### config.mk
export PLATFORM = sky130hd
export DESIGN_NAME = spi_tx_dma
export DESIGN_NICKNAME = d
export VERILOG_FILES = /design/src/rtl/spi_tx_dma.sv
export SDC_FILE = /design/constraint.sdc
export NUM_CORES = 1
export LEC_CHECK = 0
export BUFFER_PORTS_ARGS = -buffer_cell sky130_fd_sc_hd__buf_2
export CAP_MARGIN = 20
export CORE_MARGIN = 1.5
export CORE_UTILIZATION = 40
export CTS_CLUSTER_SIZE = 25
export DETAILED_ROUTE_END_ITERATION = 16
export PLACE_DENSITY_LB_ADDON = 0.08
export SLEW_MARGIN = 20
export SYNTH_ARGS = -nofsm -noshare
export SYNTH_HDL_FRONTEND = slang
export SYNTH_SLANG_ARGS = --single-unit
### constraint.sdc
create_clock -name clk -period 6.71 [get_ports clk]
set_input_delay 0.3355 -clock clk [delete_from_list [all_inputs] [get_ports clk]]
set_output_delay 0.3355 -clock clk [all_outputs]
set_load 0.02 [all_outputs]
### src/rtl/spi_tx_dma.sv
module spi_tx_dma #(
  parameter int AW = 32,
  parameter int CW = 16,
  parameter int LVL_LSB = 8,
  parameter int LVL_W = 8,
  parameter int FIFO_LIMIT = 48
) (
  input  logic          clk,
  input  logic          rst_n,
  input  logic          desc_load,
  input  logic [AW-1:0] desc_addr,
  input  logic [31:0]   desc_cmd,
  input  logic [31:0]   desc_burst,
  input  logic [AW-1:0] periph_base,
  input  logic          start,
  output logic          burst_done,
  output logic          next_desc_req,
  output logic          fail,
  output logic          mem_req,
  output logic [AW-1:0] mem_addr,
  output logic [1:0]    mem_size,
  input  logic          mem_ack,
  input  logic [31:0]   mem_rdata,
  input  logic          mem_err,
  output logic          per_req,
  output logic          per_we,
  output logic [AW-1:0] per_addr,
  output logic [31:0]   per_wdata,
  input  logic          per_ack,
  input  logic [31:0]   per_rdata,
  input  logic          per_err
);
  typedef enum logic [2:0] {S_IDLE, S_STAT, S_RD_A, S_RD_B, S_WR, S_CTL_RD, S_CTL_WR} st_t;
  st_t st;
  logic [AW-1:0] base, addr;
  logic [CW-1:0] remain, left;
  logic [1:0]    mode;
  logic [31:0]   blen, hold, item;
  logic          odd, done_q, nreq_q, fail_q;

  wire is24 = (mode == 2'b11);
  wire [CW-1:0] unit = (mode == 2'b00) ? CW'(4) : (mode == 2'b10) ? CW'(2) :
                       (mode == 2'b01) ? CW'(1) : CW'(3);
  wire [CW-1:0] take = (31'(remain) < blen[30:0]) ? remain : blen[CW-1:0];
  wire [CW-1:0] rem_after = remain - take;
  wire [CW-1:0] left_next = left - unit;
  wire [LVL_W-1:0] lvl = per_rdata[LVL_LSB +: LVL_W];
  wire over = lvl >= LVL_W'(FIFO_LIMIT);
  wire err = (mem_req & mem_ack & mem_err) | (per_req & per_ack & per_err);
  wire unused_bits = ^{desc_cmd[31:26], desc_cmd[23:CW]};

  assign mem_req  = (st == S_RD_A) || (st == S_RD_B);
  assign mem_addr = addr;
  assign mem_size = is24 ? (((st == S_RD_A) == odd) ? 2'd1 : 2'd0)
                  : (mode == 2'b01) ? 2'd0 : (mode == 2'b10) ? 2'd1 : 2'd2;
  assign per_req  = (st == S_STAT) || (st == S_WR) || (st == S_CTL_RD) || (st == S_CTL_WR);
  assign per_we   = (st == S_WR) || (st == S_CTL_WR);
  assign per_addr = (st == S_STAT) ? base + AW'(32'h1C)
                  : (st == S_CTL_RD || st == S_CTL_WR) ? base + AW'(4) : base;
  assign per_wdata = hold;
  assign burst_done = done_q;
  assign next_desc_req = nreq_q;
  assign fail = fail_q;

  always_comb begin
    case (mode)
      2'b01:   item = {24'h0, mem_rdata[7:0]};
      2'b10:   item = {16'h0, mem_rdata[15:0]};
      default: item = mem_rdata;
    endcase
  end

  always_ff @(posedge clk or negedge rst_n) begin
    if (!rst_n) begin
      st <= S_IDLE; base <= '0; addr <= '0; remain <= '0; left <= '0;
      mode <= '0; blen <= '0; hold <= '0; odd <= 1'b0;
      done_q <= 1'b0; nreq_q <= 1'b0; fail_q <= 1'b0;
    end else begin
      done_q <= 1'b0; nreq_q <= 1'b0; fail_q <= 1'b0;
      if (err) begin
        st <= S_IDLE; remain <= '0; fail_q <= 1'b1;
      end else begin
        case (st)
          S_IDLE:
            if (desc_load) begin
              base <= periph_base; addr <= desc_addr; remain <= desc_cmd[CW-1:0];
              mode <= {desc_cmd[25], desc_cmd[24]}; blen <= desc_burst;
            end else if (start) begin
              if (remain == '0) nreq_q <= 1'b1;
              else st <= S_STAT;
            end
          S_STAT:
            if (per_ack) begin
              if (over) begin
                done_q <= 1'b1; st <= S_IDLE;
              end else begin
                remain <= rem_after; left <= take; odd <= rem_after[0];
                if (take >= unit) st <= S_RD_A;
                else if (!blen[31]) st <= S_CTL_RD;
                else begin
                  done_q <= 1'b1; nreq_q <= (rem_after == '0); st <= S_IDLE;
                end
              end
            end
          S_RD_A:
            if (mem_ack) begin
              addr <= addr + (AW'(1) << mem_size);
              if (is24) begin
                hold <= odd ? {16'h0, mem_rdata[15:0]} : {8'h0, mem_rdata[7:0], 16'h0};
                st <= S_RD_B;
              end else begin
                hold <= item; st <= S_WR;
              end
            end
          S_RD_B:
            if (mem_ack) begin
              addr <= addr + (AW'(1) << mem_size);
              if (odd) hold[23:16] <= mem_rdata[7:0];
              else hold[15:0] <= mem_rdata[15:0];
              st <= S_WR;
            end
          S_WR:
            if (per_ack) begin
              left <= left_next;
              if (left_next >= unit) st <= S_RD_A;
              else if (!blen[31]) st <= S_CTL_RD;
              else begin
                done_q <= 1'b1; nreq_q <= (remain == '0); st <= S_IDLE;
              end
            end
          S_CTL_RD:
            if (per_ack) begin
              hold <= per_rdata | 32'h4; st <= S_CTL_WR;
            end
          S_CTL_WR:
            if (per_ack) begin
              done_q <= 1'b1; nreq_q <= (remain == '0); st <= S_IDLE;
            end
          default: st <= S_IDLE;
        endcase
      end
    end
  end
endmodule


# After elaboration in Yosys (flattened, before gate mapping)
# Index checks and enable logic that the tools add are counted.
[totals] wordCells=158 in_bits=200 reg_bits=169 latch_bits=0 output_inout_bits=104 n_memories=0 romBits=0 mem_bits_rw=0
[op_classes] n_mux=71 n_reduce_logical=25 multipliers=0 n_shift=1 n_eq_ne=31 bitwise_logic=7 div=0 add_sub_neg=5 n_lt_le_gt_ge=4
[ops] operator="$mux 32" n=7
[ops] operator="$mux 16" n=9
[ops] operator="$pmux 32 s2" n=2
[ops] operator="$pmux 24 s3" n=1
[ops] operator="$pmux 16 s2" n=2
[ops] operator="$mux 24" n=2
[ops] operator="$mux 3" n=16
[ops] operator="$ne 3x3->1 const B" n=11
[ops] operator="$add 32x3->32 const B" n=1
[ops] operator="$add 32x32->32" n=1
[ops] operator="$add 32x5->32 const B" n=1
[ops] operator="$ge 16x3->1" n=2
[ops] operator="$logic_not 16->1" n=2
[ops] operator="$shl 1x2->32 const A" n=1
[ops] operator="$lt 16x31->1" n=1
[ops] operator="$mux 1" n=22
[ops] operator="$pmux 3 s7" n=1
[ops] operator="$ne 2x2->1 const B" n=9
[ops] operator="$pmux 8 s2" n=1
[ops] operator="$reduce_and 4->1" n=4
[ops] operator="$sub 16x16->16" n=1
[ops] operator="$sub 16x3->16" n=1
[ops] operator="$reduce_and 6->1" n=2
[ops] operator="$mux 2" n=5
[ops] operator="23 further kinds" n=39

# Depth between registers and ports, before layout
# Gate-level depths: netlist (run 1).
[depth] word_depth=10 mapped_depth=23 depth_no_buf=21

# Worst setup path after synthesis (run 1)
# OpenSTA, ideal clock, no wires.
[synth_timing] path_kind="register to register" start="register blen[9]" end="register nreq_q (netlist: next_desc_req)" stages_incl_launch_ff=24 n_path_buf=2 path_slack_ns=2.272 t_required_ns=6.607 arrival_ns=4.335 setup_ns=0.103 path_cell_list="dfrtp_1 > clkbuf_1 > inv_1 > ha_1 > nand2_1 > o21ai_0 > a22o_1 > a211oi_1 > nor2_2 > clkbuf_1 > nand2_1 > o21ai_0 > ha_1 > inv_1 > ha_1 > inv_1 > o2111ai_1 > o22ai_1 > o2111ai_1 > o2111ai_1 > and2_1 > o311ai_0 > o211ai_1 > o41ai_2"
[synth_via] elab_chain_len=10 word_cells_on_any_way=11 cone_classes="1 x add/sub; 2 x order compare; 7 x mux; 1 x reduce/logical"
[synth_rtl] item="start, declared" line_no="38" source="logic [31:0] blen, hold, item;"
[synth_rtl] item="start signal, assigned" line_no="87" source="mode <= {desc_cmd[25], desc_cmd[24]}; blen <= desc_burst;"
[synth_rtl] item="$lt 16x31->1" line_no="44" source="wire [CW-1:0] take = (31'(remain) < blen[30:0]) ? remain : blen[CW-1:0];"
[synth_rtl] item="$mux 16 *" line_no="44"
[synth_rtl] item="$sub 16x16->16" line_no="45" source="wire [CW-1:0] rem_after = remain - take;"
[synth_rtl] item="$logic_not 16->1" line_no="101" source="done_q <= 1'b1; nreq_q <= (rem_after == '0); st <= S_IDLE;"
[synth_rtl] item="$mux 1" line_no="99" source="else if (!blen[31]) st <= S_CTL_RD;"
[synth_rtl] item="$mux 1 *" line_no="98" source="if (take >= unit) st <= S_RD_A;"
[synth_rtl] item="$mux 1 *" line_no="94" source="if (over) begin"
[synth_rtl] item="$mux 1 *" line_no="93" source="if (per_ack) begin"
[synth_rtl] item="$pmux 1 s4 *" line_no="83" source="case (st)"
[synth_rtl] item="$mux 1 *" line_no="80" source="if (err) begin"
[synth_rtl] item="end signal, assigned" line_no="79" source="done_q <= 1'b0; nreq_q <= 1'b0; fail_q <= 1'b0;"
[synth_rtl] item="end signal, assigned" line_no="89" source="if (remain == '0) nreq_q <= 1'b1;"
[synth_rtl] item="end signal, assigned" line_no="101"
[synth_rtl] item="end, declared" line_no="39" source="logic odd, done_q, nreq_q, fail_q;"
# Mark *: on every way between the ends. The rest lies on a longest branch, timed or not.
# A chain may end at the register's enable or synchronous reset.

# Worst setup path after layout (run 1)
[layout_timing] start="register blen[4]" end="register nreq_q (netlist: next_desc_req)"
# The elaborated chain is that of the path after synthesis.

==> out/results.ini, run 1 <==
[layout]
drive_above_1_share = 0.2520
nets = 1828
syn_to_final_growth_pct = 20.72
nFillCells = 2794

[cts]
cts_tree = yes
ctsLongestPathBuffers = 2
clk_pin_slew_ns = 0.07
cts_setup_buffers = 0
cts_max_level = 4
cts-resized-gates = 0
cts_inserted_buffers = 17
root_buffer = clkbuf_16
holdBufCountCts = 0
clock_latency_ns = 0.45
cts.sinks = 169

[timing]
max_slew_margin = 0.3511
hold_viol = 13
fmax_ghz = 0.1781
worst_pin_slew_ns = 0.9697
finalCritPeriodShare = 0.8368
finalClockSkew_ns = 0.01362
tns_ns = 0
setup-violations-final = 0
holdWs_ns = -0.01661
rsz0062_at_grt = false
finalCriticalPeriod_ns = 5.615
finalMaxSlewViolations = 0

[pwr]
power.leakage_nw = 5.971
p_per_area_mw_per_mm2 = 533.7
vdd_drop_max_v = 0.0002242

[critical_path]
critPathKind = reg2reg
required_ns = 7.05
slowest_delay_ns = 0.64
cpLargestDelayFamily = compound AO/OA/AOI/OAI gates
crit_arrival_ns = 5.95
crit_path_cell_trace = inv_1, ha_1, and4_1, o21ai_0, o221ai_1, a211oi_1, buf_4, nor2_2, nand2_1, o21ai_0, ha_1, inv_1, ha_1, inv_1, o2111ai_1, o22ai_1, o2111ai_1, o2111ai_1, and2_1, o311ai_0, o211ai_1, o41ai_2
critPathCaptureType = flop
critPathMaxFanout = 12
cp_num_buf_inv = 4
slowest_stage = o311ai_0
startpoint_type = flop

[global_routing]
grt_pass1_wl_mm = 58.00
overflow = 0
grt_max_degree = 107
antenna_found_initial = 6
grt_use_total = 0.2580
grt_pass1_vias = 10552

[logic_synthesis]
syn_area_per_cell_um2 = 8.336
synth-main-ff-cell = dfrtp_1
synth_area_leaders = dfrtp_1, a21oi_1, nand2_1
synth_cells = 1341
synth-seq-cells = 169
synth_edf_count = 0
ys_async_sr_fraction = 1.000
syn_area_mm2 = 0.01118
synth_nets = 1583
yosysSeqAreaShare = 0.3783
synth_area_leader_cell = dfrtp_1
synth_commonest_cells = dfrtp_1, nand2_1, a21oi_1, nor2_1, o21ai_0
yosysMostFrequentCell = dfrtp_1
synth_cell_types = 78
ys_warn_count = 0
yosysTopAreaCellShare = 0.3783

[floorplanning]
io_pins = 304
die_h_um = 170.2
fp-row-count = 61
start_util = 0.4046
dieWidth_um = 170.2
die_area_mm2 = 0.02896
coreArea_mm2 = 0.02763

[place]
numPortBuffers = 288
gp_congestion = 0.9566
dp_hpwl_mm = 27.60

[drt]
dr.pass1.iters = 5
wl_mm = 37.04
drtIter0Drc = 721
ant_nets = 0
drc = 0
via_per_inst = 5.659
vias = 11193
wl_per_cell_um = 18.72

[outcome]
status = complete, but fails checks
violations = negative hold slack

[hold_path]
hold_path_class = in2async

[run]
cap_viol_max_count = 0

[worst register-to-register path: stages, from the launching register on]
cell	delay, ns
dfrtp_1	0.48
inv_1	0.13
ha_1	0.30
and4_1	0.19
o21ai_0	0.07
o221ai_1	0.26
a211oi_1	0.35
buf_4	0.26
nor2_2	0.08
nand2_1	0.07
o21ai_0	0.19
ha_1	0.25
inv_1	0.05
ha_1	0.27
inv_1	0.17
o2111ai_1	0.26
o22ai_1	0.21
o2111ai_1	0.27
o2111ai_1	0.30
and2_1	0.26
o311ai_0	0.64
o211ai_1	0.21
o41ai_2	0.24
[metal layers]
layer  track usage  vias to the layer above  wire (um)
li1              -                     5356          -
met1        0.3350                     5376      15810
met2        0.4212                      392      17550
met3       0.05860                       61       2611
met5             0                        -         41
met4       0.09080                        8       1027
[cells in the final DEF, fill, tap and decap left out, types with 19 or more instances in the layout]
master,instances
buf_2,287
dfrtp_1,169
nand2_1,167
a21oi_1,131
nor2_1,116
o21ai_0,113
inv_1,48
mux2_2,47
nand3_1,42
ha_1,40
xnor2_1,32
nor3_1,28
o22ai_1,21
xor2_1,19
[sequential cells by signal (all words and copies together), names as in the netlist]
| register | cells |
|---|---|
| mem_addr | 32 |
| left | 16 |
| burst_done | 1 |
| blen | 32 |
| st | 3 |
| next_desc_req | 1 |
| base | 32 |
| fail | 1 |
| odd | 1 |
| mode | 2 |
| remain | 16 |
| per_wdata | 32 |
[worst paths after layout]
path / depth (start not counted) / to / slack [ns] / startpoint
hold / removal: 1 / blen[12]$_DFFE_PN0P_ / -0.02 / rst_n
min in group clk: 3 / blen[3]$_DFFE_PN0P_ / 0.10 / desc_burst[3]
setup / recovery: 22 / next_desc_req$_DFF_PN0_ / 1.10 / blen[4]$_DFFE_PN0P_
setup reg to reg: 22 / next_desc_req$_DFF_PN0_ / 1.10 / blen[4]$_DFFE_PN0P_
hold reg to reg: 2 / per_wdata[12]$_DFFE_PN0P_ / 0.49 / per_wdata[12]$_DFFE_PN0P_
max in group asynchronous: 2 / base[11]$_DFFE_PN0P_ / 5.35 / rst_n
[power breakdown]
group | internal [mW] | switching (mW) | total, mW
registers | 1.51 | 0.565 | 2.08
logic | 1.57 | 2.55 | 4.13
clock network | 0.526 | 0.468 | 0.995
total | 3.61 | 3.59 | 7.20
[per-stage QoR]
step	instance area [um^2]	utilization	std cells	power, mW	worst slack [ns]
finish	13490	0.4884	1978	7.202	1.095
global route	13490	0.4884	1978	7.794	0.7950
CTS	13490	0.4883	1977	7.202	1.228
detailed placement	12910	0.4674	1945	6.173	1.283
global placement	12900	0.4669	1944	6.120	1.422
floorplan	11180	-	1341	4.920	2.272
[cell type report]
class                   count  area (um^2)  share of cell area
multi-input cells        1046         6461              0.4788
clock buffers              21        480.5             0.03561
flip-flops and latches    169         4229              0.3134
repair buffers            302         1563              0.1158
clock inverters            11        97.59            0.007232
diodes                      1        2.502           0.0001854
well taps                 378        473.0             0.03505
inverters                  50        187.7             0.01391
[cell families (layout without fill, tap and decap cells)]
logic type / Yosys count / in the layout / share of synthesized area
buf+inv: 126 / 384 / 0.04466
compound gates: 419 / 419 / 0.2326
xor+xnor: 51 / 51 / 0.03996
flops: 169 / 169 / 0.3783
fa+ha+maj: 48 / 48 / 0.05373
other cells: 0 / 1 / 0
simple gates: 478 / 478 / 0.2007
mux: 50 / 50 / 0.05003
(Power assumes the default switching activity.)
==> run 2: changes to the inputs <==
ABC_AREA = 1   (was not set)
clock period = 5.5 ns   (was 6.71 ns; I/O delays follow)
==> run 2 against run 1 <==
Effect of this change:
- largest power group unchanged
- wire length increased by 1.4%
- flip-flop and latch count stayed put
- non-clock buffer count up 1
- sequential share of layout area decreased by 1.6 points
- die area rose by 5.4%
- clock-buffer cell count is 1 lower
- sequential power increased by 14%
- maximum frequency rose by 25%
- the run now ends clean
- power is 22% higher
- clock skew shrank 0.0030 ns
==> out/results.ini, run 2 <==
[timing]
timing.final.ws_setup_ns = 1.004
fmax_ghz = 0.2224
finalCritPeriodShare = 0.8175
finalCriticalPeriod_ns = 4.496
tns_ns = 0
finalClockSkew_ns = 0.01066
worst_pin_slew_ns = 1.055
finalMaxSlewViolations = 0
setup-violations-final = 0
max_slew_margin = 0.2968
hold_viol = 0
rsz0062_at_grt = false

[logic_synthesis]
syn_area_per_cell_um2 = 6.927
synth-main-ff-cell = dfrtp_1
yosysMostFrequentCell = nand2_1
yosysTopAreaCellShare = 0.3585
synth_edf_count = 0
synth_area_leaders = dfrtp_1, nand2_1, inv_1
synth_cells = 1703
synth_commonest_cells = nand2_1, inv_1, nor2_1, dfrtp_1, o21ai_0
synth_area_leader_cell = dfrtp_1
synth_cell_types = 58
syn_area_mm2 = 0.01180
synth-seq-cells = 169
yosysSeqAreaShare = 0.3585
synth_nets = 1945
ys_async_sr_fraction = 1.000
ys_warn_count = 0

[hold_path]
hold_path_class = in2reg
holdPathEnd = base[9]$_DFFE_PN0P_
hold_depth = 3
holdCritStartpoint = periph_base[9]

[place]
gp_congestion = 0.9115
post-place-ws_ns = 1.069
dp_hpwl_mm = 28.04
numPortBuffers = 288

[layout]
drive_above_1_share = 0.1922
syn_to_final_growth_pct = 20.67
mostFrequentLayoutCell = nand2_1
nets = 2211
utilization = 0.4933
nFillCells = 3014
layout_common_cells = nand2_1, buf_2, inv_1

[critical_path]
reg2reg_to = mem_addr[28]$_DFFE_PN0P_
r2r_start = st[1]$_DFFE_PN0P_
critPathKind = reg2reg
crit_arrival_ns = 4.86
required_ns = 5.86
r2r.worst_path.cells = 27
reg2reg_slack_ns = 1.00
critPathCaptureType = flop
critPathMaxFanout = 6
startpoint_type = flop

[global_routing]
overflow = 0
grt_use_total = 0.2468
grt_max_degree = 114
antenna_found_initial = 9
grt_pass1_vias = 11746
grt_pass1_wl_mm = 60.13

[floorplanning]
coreArea_mm2 = 0.02886
start_util = 0.4088
io_pins = 304
dieWidth_um = 174.7
die_area_mm2 = 0.03053
die_h_um = 174.7
fp-row-count = 62

[drt]
wl_per_cell_um = 15.83
drtIter0Drc = 822
wl_mm = 37.56
vias = 12133
drc = 0
via_per_inst = 5.113
dr.pass1.iters = 7
ant_nets = 0

[cts]
ctsLongestPathBuffers = 2
cts-resized-gates = 0
cts_max_level = 4
cts.sinks = 169
root_buffer = clkbuf_16
cts_tree = yes
cts_setup_buffers = 0
clock_latency_ns = 0.43
holdBufCountCts = 1
clk_pin_slew_ns = 0.07
cts_inserted_buffers = 17

[pwr]
p_per_area_mw_per_mm2 = 618.0
power.leakage_nw = 7.276
power_mw = 8.797
vdd_drop_max_v = 0.0003435

[outcome]
status = finished clean

[run]
cap_viol_max_count = 0

-- run 2: cell types whose count changed after synthesis, moves of 18 or more --
cell and delta:
mux2_2 -47, nand2_1 +240, nand3_1 +61, nor2_1 +63, o21ai_0 +34, clkbuf_1 -19, xor2_1 +18, inv_1 +173
xnor2_1 -20
-- run 2: cells by family after synthesis --
logic type,after synthesis,synth area share
simple gates,799,0.2920
compound gates,364,0.1726
buf+inv,280,0.09472
flops,169,0.3585
xor+xnor,49,0.03638
fa+ha+maj,42,0.04582
-- run 2: metrics by stage --
step	instances	hold WS [ns]	area, um^2
after floorplan	1703	-0.02059	11800
after global placement	2332	0.3837	13590
after detailed placement	2332	0.3893	13590
after CTS	2365	0.01647	14200
after global routing	2369	0.02824	14220
final	2373	0.03531	14230
-- run 2: cell type report --
cell class,instances,area [um^2],area share
diodes,7,17.52,0.001231
clock buffers,20,466.7,0.03279
clock inverters,12,137.6,0.009669
inverters,224,840.8,0.05907
multi-input cells,1254,6484,0.4555
flip-flops and latches,169,4229,0.2971
well taps,384,480.5,0.03375
repair buffers,303,1579,0.1109
-- run 2: where the power goes --
part / leakage, nW / switching (mW) / internal [mW]
sequential: 2.03 / 0.525 / 1.86
clock: 0.293 / 0.566 / 0.712
combinational: 4.95 / 3.43 / 1.70
total: 7.28 / 4.52 / 4.27
-- run 2: worst max-delay path, stage by stage (launching register included) --
cell and delay (ns):
dfrtp_1 0.44, inv_1 0.10, nor2_2 0.11, inv_1 0.06, nor2_1 0.23, xor2_1 0.11, a21oi_1 0.34, inv_1 0.10
nor2_1 0.14, inv_1 0.07, fa_1 0.43, inv_1 0.07, a31oi_1 0.12, nor2_1 0.19, nand3_1 0.16, nor2_2 0.18
nand2_1 0.09, nor2_1 0.15, nand3_1 0.13, nor2_2 0.15, nand3_1 0.13, nor2_2 0.18, nand4_2 0.14, nor2_2 0.15
inv_1 0.09, o21bai_1 0.14, nand3_1 0.09, a21oi_1 0.13
-- run 2: worst max path at each step --
stage / start / endpoint / slack [ns] / depth (start not counted)
after CTS: st[1]$_DFFE_PN0P_ / mem_addr[28]$_DFFE_PN0P_ / 1.03 / 27
after detailed placement: st[1]$_DFFE_PN0P_ / mem_addr[28]$_DFFE_PN0P_ / 1.07 / 27
after floorplan: st[1]$_DFFE_PN0P_ / mem_addr[28]$_DFFE_PN0P_ / 1.27 / 27
after global placement: st[1]$_DFFE_PN0P_ / mem_addr[28]$_DFFE_PN0P_ / 1.21 / 27
final: st[1]$_DFFE_PN0P_ / mem_addr[28]$_DFFE_PN0P_ / 1.00 / 27
after global routing: st[1]$_DFFE_PN0P_ / mem_addr[26]$_DFFE_PN0P_ / 0.36 / 27
-- run 2: layer usage --
metal,GRT usage,share of wire,up-vias
li1,-,-,6144
met1,0.3290,0.46,5588
met2,0.3967,0.46,336
met3,0.04939,0.060,59
met4,0.08939,0.025,6
met5,0,0.00091,-
